==> src/rtl/sru_pkg.sv <==
package sru_pkg;

  typedef enum logic [2:0] {
    OP_SHL_ZERO = 3'b000,
    OP_SHR_ZERO = 3'b001,
    OP_SHL_EDGE = 3'b010,
    OP_SHR_EDGE = 3'b011,
    OP_ROT_UP   = 3'b100,
    OP_ROT_DOWN = 3'b101,
    OP_THRU_A   = 3'b110,
    OP_THRU_B   = 3'b111
  } sru_op_e;

  typedef enum logic [1:0] {
    FILL_ZERO = 2'd0,
    FILL_LOW  = 2'd1,
    FILL_HIGH = 2'd2
  } sru_fill_e;

  typedef struct packed {
    logic      toward_msb;
    logic      circular;
    logic      thru;
    sru_fill_e fill;
  } sru_ctrl_t;

endpackage

==> src/rtl/sru_decode.sv <==
module sru_decode
  import sru_pkg::*;
(
  input  logic [2:0] op_i,
  output sru_ctrl_t  ctrl_o
);
  sru_op_e op_e;
  assign op_e = sru_op_e'(op_i);

  always_comb begin
    ctrl_o = '{toward_msb: 1'b0, circular: 1'b0, thru: 1'b0, fill: FILL_ZERO};
    unique case (op_e)
      OP_SHL_ZERO: ctrl_o.toward_msb = 1'b1;
      OP_SHR_ZERO: ctrl_o.toward_msb = 1'b0;
      OP_SHL_EDGE: begin
        ctrl_o.toward_msb = 1'b1;
        ctrl_o.fill       = FILL_LOW;
      end
      OP_SHR_EDGE: ctrl_o.fill = FILL_HIGH;
      OP_ROT_UP: begin
        ctrl_o.toward_msb = 1'b1;
        ctrl_o.circular   = 1'b1;
      end
      OP_ROT_DOWN: ctrl_o.circular = 1'b1;
      default:     ctrl_o.thru = 1'b1;
    endcase
  end
endmodule

==> src/rtl/sru_amount.sv <==
module sru_amount
  import sru_pkg::*;
#(
  parameter int WIDTH = 16,
  parameter int AMT_W = 6,
  localparam int LG   = $clog2(WIDTH)
) (
  input  logic [AMT_W-1:0] amt_i,
  input  sru_ctrl_t        ctrl_i,
  output logic [LG-1:0]    eff_o,
  output logic             sat_o
);
  always_comb begin
    eff_o = '0;
    sat_o = 1'b0;
    if (!ctrl_i.thru) begin
      if (ctrl_i.circular) begin
        eff_o = LG'(32'(amt_i) % 32'(WIDTH));
      end else if (32'(amt_i) >= 32'(WIDTH)) begin
        sat_o = 1'b1;
      end else begin
        eff_o = LG'(amt_i);
      end
    end
  end
endmodule

==> src/rtl/sru_barrel.sv <==
module sru_barrel
  import sru_pkg::*;
#(
  parameter int WIDTH = 16,
  localparam int LG   = $clog2(WIDTH)
) (
  input  logic [WIDTH-1:0] data_i,
  input  sru_ctrl_t        ctrl_i,
  input  logic [LG-1:0]    eff_i,
  input  logic             sat_i,
  output logic [WIDTH-1:0] data_o
);
  logic fill_bit;
  logic [LG:0][WIDTH-1:0] stg;

  always_comb begin
    unique case (ctrl_i.fill)
      FILL_LOW:  fill_bit = data_i[0];
      FILL_HIGH: fill_bit = data_i[WIDTH-1];
      default:   fill_bit = 1'b0;
    endcase
  end

  assign stg[0] = data_i;

  for (genvar k = 0; k < LG; k++) begin : g_stage
    localparam int S = 1 << k;
    logic [S-1:0]     in_up;
    logic [S-1:0]     in_dn;
    logic [WIDTH-1:0] moved;
    assign in_up = ctrl_i.circular ? stg[k][WIDTH-1:WIDTH-S] : {S{fill_bit}};
    assign in_dn = ctrl_i.circular ? stg[k][S-1:0] : {S{fill_bit}};
    assign moved = ctrl_i.toward_msb ? {stg[k][WIDTH-1-S:0], in_up}
                                     : {in_dn, stg[k][WIDTH-1:S]};
    assign stg[k+1] = eff_i[k] ? moved : stg[k];
  end

  assign data_o = sat_i ? {WIDTH{fill_bit}} : stg[LG];
endmodule

==> src/rtl/sru_out_stage.sv <==
module sru_out_stage #(
  parameter int WIDTH   = 16,
  parameter bit REG_OUT = 1'b1
) (
  input  logic             clk,
  input  logic             rst,
  input  logic             up_valid,
  output logic             up_ready,
  input  logic [WIDTH-1:0] up_data,
  output logic             dn_valid,
  input  logic             dn_ready,
  output logic [WIDTH-1:0] dn_data
);
  if (REG_OUT) begin : g_reg
    logic             vld_q;
    logic [WIDTH-1:0] dat_q;
    assign up_ready = !vld_q || dn_ready;
    always_ff @(posedge clk) begin
      if (rst) begin
        vld_q <= 1'b0;
        dat_q <= '0;
      end else if (up_valid && up_ready) begin
        vld_q <= 1'b1;
        dat_q <= up_data;
      end else if (dn_ready) begin
        vld_q <= 1'b0;
      end
    end
    assign dn_valid = vld_q;
    assign dn_data  = dat_q;
  end else begin : g_comb
    assign up_ready = dn_ready;
    assign dn_valid = up_valid;
    assign dn_data  = up_data;
  end
endmodule

==> src/rtl/shift_rotate_unit.sv <==
module shift_rotate_unit
  import sru_pkg::*;
#(
  parameter int WIDTH   = 16,
  parameter int AMT_W   = 6,
  parameter bit REG_OUT = 1'b1,
  localparam int LG     = $clog2(WIDTH)
) (
  input  logic             clk,
  input  logic             rst,
  input  logic             in_valid,
  output logic             in_ready,
  input  logic [WIDTH-1:0] in_data,
  input  logic [2:0]       in_op,
  input  logic [AMT_W-1:0] in_amt,
  output logic             out_valid,
  input  logic             out_ready,
  output logic [WIDTH-1:0] out_data
);
  sru_ctrl_t        ctrl;
  logic [LG-1:0]    eff;
  logic             sat;
  logic [WIDTH-1:0] result;

  sru_decode u_decode (
    .op_i  (in_op),
    .ctrl_o(ctrl)
  );

  sru_amount #(.WIDTH(WIDTH), .AMT_W(AMT_W)) u_amount (
    .amt_i (in_amt),
    .ctrl_i(ctrl),
    .eff_o (eff),
    .sat_o (sat)
  );

  sru_barrel #(.WIDTH(WIDTH)) u_barrel (
    .data_i(in_data),
    .ctrl_i(ctrl),
    .eff_i (eff),
    .sat_i (sat),
    .data_o(result)
  );

  sru_out_stage #(.WIDTH(WIDTH), .REG_OUT(REG_OUT)) u_out (
    .clk     (clk),
    .rst     (rst),
    .up_valid(in_valid),
    .up_ready(in_ready),
    .up_data (result),
    .dn_valid(out_valid),
    .dn_ready(out_ready),
    .dn_data (out_data)
  );
endmodule

==> config.mk <==
export PLATFORM = sky130hd
export DESIGN_NAME = shift_rotate_unit
export DESIGN_NICKNAME = d
export VERILOG_FILES = /design/src/rtl/sru_pkg.sv /design/src/rtl/sru_decode.sv /design/src/rtl/sru_amount.sv /design/src/rtl/sru_barrel.sv /design/src/rtl/sru_out_stage.sv /design/src/rtl/shift_rotate_unit.sv
export SDC_FILE = /design/constraint.sdc
export NUM_CORES = 1
export LEC_CHECK = 0
export BUFFER_PORTS_ARGS = -buffer_cell sky130_fd_sc_hd__clkbuf_2
export CORE_MARGIN = 2
export CORE_UTILIZATION = 35
export DETAILED_ROUTE_END_ITERATION = 16
export HOLD_SLACK_MARGIN = 0.03
export PLACE_DENSITY = 0.64
export RECOVER_POWER = 100
export SETUP_SLACK_MARGIN = 0.1
export SYNTH_ARGS = -nofsm -noshare
export SYNTH_HDL_FRONTEND = slang
export SYNTH_HIERARCHICAL = 1
export SYNTH_SLANG_ARGS = --single-unit
==> constraint.sdc <==
create_clock -name clk -period 8.4 [get_ports clk]
set_input_delay 1.68 -clock clk [delete_from_list [all_inputs] [get_ports clk]]
set_output_delay 1.68 -clock clk [all_outputs]
set_load 0.03 [all_outputs]
==> results of run 1 <==
## sequential cells by signal (all words and copies together), names as in the netlist
name / flops
u_out/dn_valid: 1
u_out/dn_data: 16
## layout make-up
class | instances | area, um^2
fillers | 961 | 5380
multi-input cells | 367 | 2495
flip-flops and latches | 17 | 340.3
repair buffers | 52 | 247.7
well taps | 108 | 135.1
clock buffers | 3 | 41.29
inverters | 9 | 33.78
clock inverters | 1 | 5.005
## worst register-to-register path: stages (launching register included)
cell and delay, ns:
dfxtp_1 0.31, nand2b_1 0.83, nand3_1 0.22, a21oi_1 0.21
## cell usage after synthesis (3+ instances only)
master,instances
a21bo_2,4
o21ai_0,20
buf_6,5
o31ai_1,6
o211ai_1,5
nor3b_1,5
o22ai_1,4
a21oi_1,43
mux2i_1,16
a211o_1,4
dfxtp_1,17
and3b_1,3
a211oi_1,9
and3_1,4
nand2b_1,9
buf_2,19
a21oi_2,12
a2111oi_0,3
mux2_2,6
nor2_1,32
clkbuf_1,15
nor2b_1,9
buf_4,4
a21bo_1,12
o221ai_1,7
nor3_1,10
nand3_1,25
inv_1,9
a221oi_1,4
nand2_1,42
mux4_2,4
a21o_1,4
a31oi_1,7
## cells by family (layout without fill, tap and decap cells)
group	Yosys count	in the layout	synth area share, %
AO/OA/AOI/OAI	179	179	42.38
adder cells (fa/ha/maj)	2	2	0.8002
buffers and inverters	53	65	8.803
flip-flops	17	17	10.88
multiplexers	28	28	11.36
AND/OR/NAND/NOR	158	158	25.77
## where the power goes
part	switching, W	internal, W
clock network	0.0000293	0.0000329
registers	0.00000356	0.0000872
logic	0.000138	0.0000714
total	0.000171	0.000191
## worst max-delay path by stage
stage,slack [ns],depth (start not counted),endpoint,startpoint
floorplan,4.37,12,u_out/dn_data[1],in_op[2]
global route,2.52,14,u_out/dn_data[1],in_op[2]
finish,2.81,14,u_out/dn_data[7],in_op[2]
global placement,3.26,14,u_out/dn_data[1],in_op[2]
detailed placement,3.32,14,u_out/dn_data[1],in_op[2]
CTS,3.54,14,u_out/dn_data[1],in_op[2]
## routing by layer
| layer | vias to the layer above | global-route usage (%) |
|---|---|---|
| li1 | 1680 | - |
| met1 | 1698 | 31.67 |
| met2 | 223 | 34.43 |
| met3 | 41 | 2.695 |
| met4 | 0 | 8.851 |
| met5 | - | 0 |
## stage by stage
step / total power, W / util, % / worst slack (ns) / cells / instance area (um^2)
after CTS: 0.0003632 / 38.81 / 3.545 / 557 / 3368
after global routing: 0.0003845 / 38.00 / 2.523 / 557 / 3298
final: 0.0003620 / 38.00 / 2.814 / 557 / 3298
after global placement: 0.0003011 / 38.28 / 3.259 / 553 / 3322
after floorplan: 0.0002465 / - / 4.373 / 437 / 3127
after detailed placement: 0.0003006 / 38.28 / 3.321 / 553 / 3322
==> results.yml, run 1 <==
outcome:
  status: "finished clean"
cts:
  cts_buffers: 3
  cts-htree-levels: 1
  clk_pin_slew_ns: 0.07
  root_buffer: "clkbuf_8"
  clkSinkCount: 17
  clk_path_buf_depth: 2
  cts_tree: "done"
  ctsResizeCount: 0
  insertion_delay_ns: 0.25
  postCtsSetupRepairBufs: 0
  holdBufCountCts: 0
place:
  gp_congestion: 1.036
  io_buffers: 46
  dpl.hpwl_mm: 8.199
logic_synthesis:
  synth_top_area_cell: "dfxtp_1"
  ys_seq_area_share_pct: 10.88
  synth_cells: 437
  yosys_warnings: 6
  async_flop_share_pct: 0
  syn_area_um2: 3127
  synth_nets: 468
  synth_ff_type: "dfxtp_1"
  synth_top_area_share_pct: 10.88
  synth_area_leaders: "dfxtp_1 (11%), a21oi_1 (6.9%), mux2i_1 (5.1%), nand2_1 (5.0%), nand3_1 (4.0%)"
  synth_seq_cells: 17
  yosys.cell_types.count: 75
  synth_edf_count: 0
  avgSynthCellArea_um2: 7.155
timing:
  layout_min_cycle_time_ns: 5.586
  finalSetupTns_ns: 0
  hold_ws_ns: 0.5833
  grt_setup_unrepaired: "false"
  finalHoldViolCount: 0
  min_period_over_period_pct: 66.50
  slew_headroom_pct: 11.78
  fmax_mhz: 179.0
  clock_skew_ns: 0.001630
  worstMarginPinSlew_ns: 1.323
  slew_viol_final: 0
  setup-violations-final: 0
critical_path:
  slowest_stage: "clkbuf_1"
  end_kind: "flop"
  path_max_fanout: 77
  cp_data_arrival_time_ns: 5.71
  critical_path_buf_inv_count: 4
  cpPeakStageDelay_ns: 0.65
  critPathTopFamily: "buffers and inverters"
  critical_path.cell_chain: "clkbuf_1 > nor2b_1 > clkbuf_1 > o21ba_1 > nor3b_1 > buf_4 > inv_1 > a221o_1 > o21ai_0 > a32o_1 > nand3_1 > and4_1 > nand3_1 > a21oi_1"
  ff2ff_path_depth: 3
  startpoint_type: "input port"
  timing_worst_setup_path_type: "in -> reg"
  r2r_start: "u_out/dn_valid"
  timing.reg2reg.setup_slack_ns: 6.75
  worstPathRequired_ns: 8.52
  worstReg2RegEnd: "u_out/dn_data[14]"
routing:
  dr.max_layer_used: "met4"
  num_vias: 3642
  dr_wl_met3_um: 813
  drt-pass1-iter-count: 7
  wl_per_cell_um: 19.88
  antenna_left: 0
  via_per_inst: 6.539
  drt_iter0_markers: 456
  wl_met1_mm: 4.801
  drc: 0
  dr_wl_met2_mm: 4.927
  totalWireLength_mm: 11.07
global_routing:
  track_usage_pct: 22.32
  grt.overflow.total: 0
  first_global_vias: 3352
  grt_max_degree: 78
  grt_pass1_wl_mm: 17.86
  antenna_found_initial: 0
worst_hold_path:
  hold_depth: 2
  hold_end: "u_out/dn_data[12]"
  hold_path.class: "reg -> reg"
  min_from: "u_out/dn_data[12]"
cells_and_area:
  final_nets: 481
  insertedDiodeCount: 0
  area_growth_pct: 5.482
  layout_commonest_cell: "a21oi_1"
  final_cell_mix: "a21oi_1 (44), nand2_1 (42), nor2_1 (32), clkbuf_2 (27), nand3_1 (25)"
  drive_above_1_share_pct: 16.93
job:
  cap_violations: 0
floorplan:
  core_um2: 8678
  rows: 34
  io_pins: 47
  floorplan.initialDensity_pct: 36.03
  die_w_um: 98.52
  fp.dieArea_um2: 9705
  die_h_um: 98.52
power_and_ir_drop:
  p_per_area_nw_per_um2: 109.8
  peakVddDrop_uv: 54.07
  power.leakage_nw: 1.187
(Power assumes the default switching activity.)
==> run 2: changes to the inputs <==
--- a/config.mk
+++ b/config.mk
@@ -5,12 +5,13 @@
 export SDC_FILE = /design/constraint.sdc
 export NUM_CORES = 1
 export LEC_CHECK = 0
+export ABC_AREA = 1
 export BUFFER_PORTS_ARGS = -buffer_cell sky130_fd_sc_hd__clkbuf_2
 export CORE_MARGIN = 2
 export CORE_UTILIZATION = 35
 export DETAILED_ROUTE_END_ITERATION = 16
 export HOLD_SLACK_MARGIN = 0.03
-export PLACE_DENSITY = 0.64
+export PLACE_DENSITY = 0.67
 export RECOVER_POWER = 100
 export SETUP_SLACK_MARGIN = 0.1
 export SYNTH_ARGS = -nofsm -noshare
==> constraint.sdc (replaced) <==
create_clock -name clk -period 4.5 [get_ports clk]
set_input_delay 0.9 -clock clk [delete_from_list [all_inputs] [get_ports clk]]
set_output_delay 0.9 -clock clk [all_outputs]
set_load 0.03 [all_outputs]
==> run 2 against run 1 <==
Routed wire length down 32%. Critical path type unchanged. First-iteration DRC count shrank 38%. Via count fell by 11%. Non-clock buffer count down 2. The flow now finishes with violations (capacitance limit, slew limit). Sequential power is 89% higher. Flip-flop and latch count unchanged. Total power up 75%. Die area decreased by 11%. Area after synthesis shrank 11%.
==> results.yml, run 2 <==
outcome:
  status: "complete, but fails checks"
  violations: "capacitance limit, slew limit"
critical_path:
  cpPeakStageDelay_ns: 0.52
  timing_worst_setup_path_type: "in -> reg"
  critical_path.cell_chain: "clkbuf_1 > inv_1 > nor2_1 > nor2_1 > nor2_1 > buf_4 > clkinv_1 > nand2_1 > nand2_1 > o21ai_0 > nand2_1 > nand2_1 > nand2_1 > nand2_1 > nand2_1 > nand2_1 > inv_1 > nand3_2 > nand2_1 > nor2_1"
  slowest_stage: "nor2_1"
  cp_data_arrival_time_ns: 3.98
  path_max_fanout: 19
  critical_path_buf_inv_count: 5
  critPathTopFamily: "simple AND/OR/NAND/NOR gates"
  timing.reg2reg.setup_slack_ns: 2.87
  worstPathRequired_ns: 4.69
  startpoint_type: "input port"
  cpMostUsedCell: "nand2_1"
  end_kind: "flop"
timing:
  clock_skew_ns: 0.001964
  finalSetupTns_ns: 0
  hold_ws_ns: 0.4817
  grt_setup_unrepaired: "false"
  final.setup.worst_slack_ns: 0.7031
  min_period_over_period_pct: 84.38
  worstMarginPinSlew_ns: 1.526
  setup-violations-final: 0
  slew_viol_final: 34
  slew_headroom_pct: -1.701
  fmax_mhz: 263.4
  layout_min_cycle_time_ns: 3.797
  finalHoldViolCount: 0
floorplan:
  io_pins: 47
  rows: 32
  floorplan.initialDensity_pct: 35.96
  die_h_um: 93.11
  core_um2: 7727
  fp.dieArea_um2: 8669
  die_w_um: 93.11
routing:
  drt-pass1-iter-count: 5
  drt_iter0_markers: 283
  drc: 0
  via_per_inst: 5.065
  num_vias: 3257
  antenna_left: 0
  wl_per_cell_um: 11.69
  totalWireLength_mm: 7.518
logic_synthesis:
  yosys_warnings: 6
  synth_top_area_share_pct: 29.85
  synth_edf_count: 0
  synth_most_common_cell: "nand2_1"
  synth_cells: 517
  synth_area_leaders: "nand2_1 (30%), nand3_1 (12%), dfxtp_1 (12%), nand3_2 (7.2%), a21oi_1 (5.8%)"
  yosys-top-cells-count: "nand2_1 (221), nand3_1 (69), inv_1 (40)"
  async_flop_share_pct: 0
  yosys.cell_types.count: 31
  synth_ff_type: "dfxtp_1"
  synth_nets: 548
  synth_seq_cells: 17
  syn_area_um2: 2779
  synth_top_area_cell: "nand2_1"
  ys_seq_area_share_pct: 12.25
  avgSynthCellArea_um2: 5.375
power_and_ir_drop:
  power_frac_seq_pct: 27.0
  p_per_area_nw_per_um2: 216.4
  peakVddDrop_uv: 109.5
  pwr-share-comb_pct: 55.0
  power.share.clock_pct: 18.0
  power.leakage_nw: 1.560
  swShare_pct: 46.95
  p_sw_w: 0.0002973
  power_w: 0.0006333
  internal-power_w: 0.0003360
place:
  post-place-cells: 639
  io_buffers: 46
  dpl.hpwl_mm: 5.633
  gp_congestion: 0.9219
  pre_cts_ws_ns: 0.7306
cells_and_area:
  area_growth_pct: 5.313
  instances_no_fill: 643
  drive_above_1_share_pct: 14.42
  layout_commonest_cell: "nand2_1"
  final_nets: 573
  insertedDiodeCount: 0
  final_cell_mix: "nand2_1 (223), nand3_1 (73), inv_1 (40), a21oi_1 (31), nor2_1 (29)"
  largest_reg_flops: 16
global_routing:
  first_global_vias: 2899
  antenna_found_initial: 0
  track_usage_pct: 17.27
  grt_max_degree: 45
  grt.overflow.total: 0
  grt_pass1_wl_mm: 12.74
cts:
  clk_path_buf_depth: 2
  insertion_delay_ns: 0.25
  cts_buffers: 3
  cts_tree: "done"
  postCtsSetupRepairBufs: 0
  holdBufCountCts: 0
  clkSinkCount: 17
  root_buffer: "clkbuf_8"
  cts-htree-levels: 1
  clk_pin_slew_ns: 0.07
  ctsResizeCount: 0
job:
  cap_violations: 1
worst_hold_path:
  hold_path.class: "reg -> reg"
## run 2: cell count changes after synthesis, sizes merged, moves of 12 or more
cell,delta
clkbuf,-12
a21bo,-16
inv,+35
nand2,+185
a21oi,-21
mux2i,-16
nand3,+64
## run 2: cells by family (layout without fill, tap and decap cells)
| kind of cell | after synthesis | count (layout) | synth area share (%) |
|---|---|---|---|
| buffers and inverters | 77 | 101 | 15.40 |
| DFF | 17 | 17 | 12.25 |
| adders and majority gates | 2 | 2 | 0.9004 |
| and+or+nand+nor | 361 | 361 | 58.53 |
| AOI/OAI and AO/OA | 60 | 60 | 12.92 |
## run 2: cell type report
type	instances	area, um^2
clock inverters	1	5.005
multi-input cells	423	1992
well taps	102	127.6
clock buffers	3	41.29
inverters	47	183.9
repair buffers	50	236.5
flip-flops and latches	17	340.3
fillers	869	4801
## run 2: worst register-to-register path: stages (launching register included)
cell     delay [ns]
dfxtp_1        0.31
nand2_1        0.88
nand3_1        0.18
nand2_1        0.11
nor2_1         0.04
## run 2: final timing paths
path / depth (start not counted) / end / startpoint
setup / recovery: 20 / u_out/dn_data[3] / in_op[2]
hold / removal: 2 / u_out/dn_data[10] / u_out/dn_data[10]
setup reg to reg: 4 / u_out/dn_data[5] / u_out/dn_valid
hold reg to reg: 2 / u_out/dn_data[10] / u_out/dn_data[10]
## run 2: stage by stage
| step | cell area, um^2 | util [%] |
|---|---|---|
| after floorplan | 2779 | - |
| after global placement | 2937 | 38.00 |
| after detailed placement | 2937 | 38.00 |
| after CTS | 2983 | 38.60 |
| after global routing | 2927 | 37.87 |
| final | 2927 | 37.87 |
## run 2: power groups by stage
stage | logic (W) | registers (W) | clock network [W]
after floorplan | 0.000259 | 0.000200 | 0
after global placement | 0.000348 | 0.000174 | 0
after detailed placement | 0.000351 | 0.000175 | 0
after CTS | 0.000352 | 0.000171 | 0.000118
after global routing | 0.000395 | 0.000172 | 0.000125
final | 0.000349 | 0.000171 | 0.000114
## run 2: layer usage
metal	track usage, %	vias to the layer above	wire length (um)
met3	1.370	6	458
met4	1.961	0	66
li1	-	1695	-
met5	0	-	0
met2	29.29	119	3440
met1	24.64	1437	3552
==> run 3: changes to the inputs <==
--- a/config.mk
+++ b/config.mk
@@ -11,7 +11,7 @@
 export CORE_UTILIZATION = 35
 export DETAILED_ROUTE_END_ITERATION = 16
 export HOLD_SLACK_MARGIN = 0.03
-export PLACE_DENSITY = 0.67
+export PLACE_DENSITY = 0.65
 export RECOVER_POWER = 100
 export SETUP_SLACK_MARGIN = 0.1
 export SYNTH_ARGS = -nofsm -noshare
==> constraint.sdc (replaced) <==
create_clock -name clk -period 3.8 [get_ports clk]
set_input_delay 0.76 -clock clk [delete_from_list [all_inputs] [get_ports clk]]
set_output_delay 0.76 -clock clk [all_outputs]
set_load 0.03 [all_outputs]
==> run 3 against run 2 <==
The run still ends with capacitance limit, slew limit left. Worst setup slack worse by 0.11 ns. Critical path depth rose by 3. Via count fell by 1.1%. First-iteration DRC count grew 5.7%. Final cell count grew 0.62%. Non-clock buffer count grew 4. Clock skew hardly changed.
==> results.yml, run 3 (synthesis gave the netlist of run 2 again) <==
outcome:
  status: "complete, but fails checks"
  violations: "capacitance limit, slew limit"
floorplan:
  rows: 32
  die_w_um: 93.11
  fp.dieArea_um2: 8669
  floorplan.initialDensity_pct: 35.96
  io_pins: 47
  core_um2: 7727
  die_h_um: 93.11
timing:
  layout_min_cycle_time_ns: 3.210
  fmax_mhz: 311.5
  final.setup.worst_slack_ns: 0.5896
  grt_setup_unrepaired: "false"
  finalHoldViolCount: 0
  min_period_over_period_pct: 84.49
  slew_viol_final: 34
  slew_headroom_pct: -3.956
  setup-violations-final: 0
  clock_skew_ns: 0.002459
  worstMarginPinSlew_ns: 1.559
  finalSetupTns_ns: 0
cts:
  cts_buffers: 3
  clkSinkCount: 17
  holdBufCountCts: 0
  clk_pin_slew_ns: 0.06
  cts-htree-levels: 1
  cts_tree: "done"
  clk_path_buf_depth: 2
  ctsResizeCount: 0
  insertion_delay_ns: 0.25
  root_buffer: "clkbuf_8"
  postCtsSetupRepairBufs: 0
critical_path:
  path_max_fanout: 39
  r2r_start: "u_out/dn_valid"
  critPathTopFamily: "simple AND/OR/NAND/NOR gates"
  ff2ff_path_depth: 4
  timing_worst_setup_path_type: "in -> reg"
  startpoint_type: "input port"
  timing.reg2reg.setup_slack_ns: 2.15
  slowest_stage: "or2_2"
  critical_path_buf_inv_count: 5
  worstPathRequired_ns: 3.94
  cpMostUsedCell: "nand2_1"
  cp_data_arrival_time_ns: 3.35
  critical_path.cell_chain: "clkbuf_2 > inv_1 > nor2_1 > nor2_2 > nor2_2 > clkbuf_2 > or2_2 > nand2_1 > o21ai_0 > inv_1 > o21ai_1 > nand2_1 > nand2_1 > nand2_1 > nand3_1 > nand2_1 > nand2_1 > nand2_1 > nand2_1 > inv_1 > nand3_2 > nand2_1 > nor2_1"
  end_kind: "flop"
  cpPeakStageDelay_ns: 0.45
  worstReg2RegEnd: "u_out/dn_data[8]"
place:
  dpl.hpwl_mm: 5.732
  pre_cts_ws_ns: 0.6912
  io_buffers: 46
  gp_congestion: 0.9097
  post-place-cells: 643
global_routing:
  grt_pass1_wl_mm: 13.05
  antenna_found_initial: 0
  grt.overflow.total: 0
  grt_max_degree: 45
  track_usage_pct: 17.80
  first_global_vias: 2898
routing:
  via_per_inst: 4.977
  antenna_left: 0
  wl_per_cell_um: 11.69
  drc: 0
  drt-pass1-iter-count: 5
  drt_iter0_markers: 299
  totalWireLength_mm: 7.563
  num_vias: 3220
power_and_ir_drop:
  swShare_pct: 46.61
  power_frac_seq_pct: 26.9
  peakVddDrop_uv: 99.63
  p_sw_w: 0.0003505
  internal-power_w: 0.0004014
  power.leakage_nw: 1.586
  p_per_area_nw_per_um2: 253.6
  pwr-share-comb_pct: 55.5
  power.share.clock_pct: 17.7
cells_and_area:
  fin_util_pct: 38.37
  seqCellArea_um2: 340.3
  final_nets: 577
  insertedDiodeCount: 0
  largest_reg_flops: 16
  fillCellCount: 887
  area_growth_pct: 6.709
  final_cell_mix: "nand2_1 (224), nand3_1 (71), inv_1 (40), a21oi_1 (31), clkbuf_2 (29)"
  multi_input_area_um2: 2002
  layout_commonest_cell: "nand2_1"
  instances_no_fill: 647
  drive_above_1_share_pct: 15.60
job:
  cap_violations: 1
worst_hold_path:
  hold_end: "u_out/dn_data[0]"
  hold_depth: 2
  min_from: "u_out/dn_data[0]"
  hold_path.class: "reg -> reg"
-- run 3: how the worst max path moves through the flow --
stage / end / from / cells after the start / slack (ns)
after floorplan: u_out/dn_data[9] / in_op[2] / 21 / 1.25
after CTS: u_out/dn_data[5] / in_op[2] / 23 / 0.95
after detailed placement: u_out/dn_data[5] / in_op[2] / 23 / 0.69
after global placement: u_out/dn_data[5] / in_op[2] / 23 / 0.71
after global routing: u_out/dn_data[5] / in_op[2] / 23 / 0.27
final: u_out/dn_data[1] / in_op[2] / 23 / 0.59
-- run 3: final cells by class --
cell class	instances	share of cell area, %
clock buffer	3	1.392
clock inverter	1	0.1688
inverter	47	6.203
multi-input combinational	423	67.51
sequential	17	11.48
tap	102	4.304
timing repair buffer	54	8.945
-- run 3: through the flow --
step / area, um^2 / total power, W / hold WS [ns]
6_report: 2965 / 0.0007519 / 0.4844
3_5_place_dp: 2967 / 0.0006270 / 0.4707
5_1_grt: 2965 / 0.0008242 / 0.5141
4_1_cts: 3013 / 0.0007627 / 0.4876
3_3_place_gp: 2967 / 0.0006246 / 0.4603
2_1_floorplan: 2779 / 0.0005428 / 0.6239
-- run 3: layer usage --
metal / part of all wire [%] / track usage (%) / wire length, um / vias to the layer above
li1: - / - / - / 1707
met1: 49 / 25.37 / 3687 / 1399
met2: 44 / 29.17 / 3362 / 105
met3: 5.5 / 1.289 / 418 / 9
met4: 1.3 / 4.289 / 95 / 0
met5: 0 / 0 / 0 / -
-- run 3: power groups by stage --
stage | sequential, W | combinational, W | clock, W
2_1_floorplan | 0.000236 | 0.000306 | 0
3_3_place_gp | 0.000206 | 0.000419 | 0
3_5_place_dp | 0.000207 | 0.000420 | 0
4_1_cts | 0.000203 | 0.000422 | 0.000138
5_1_grt | 0.000204 | 0.000475 | 0.000145
6_report | 0.000202 | 0.000417 | 0.000133
-- run 3: worst register-to-register path, stage by stage, from the launching register on --
cell and delay [ns]:
dfxtp_1 0.31, nand2_1 0.88, nand3_1 0.18, nand2_1 0.12, nor2_1 0.05
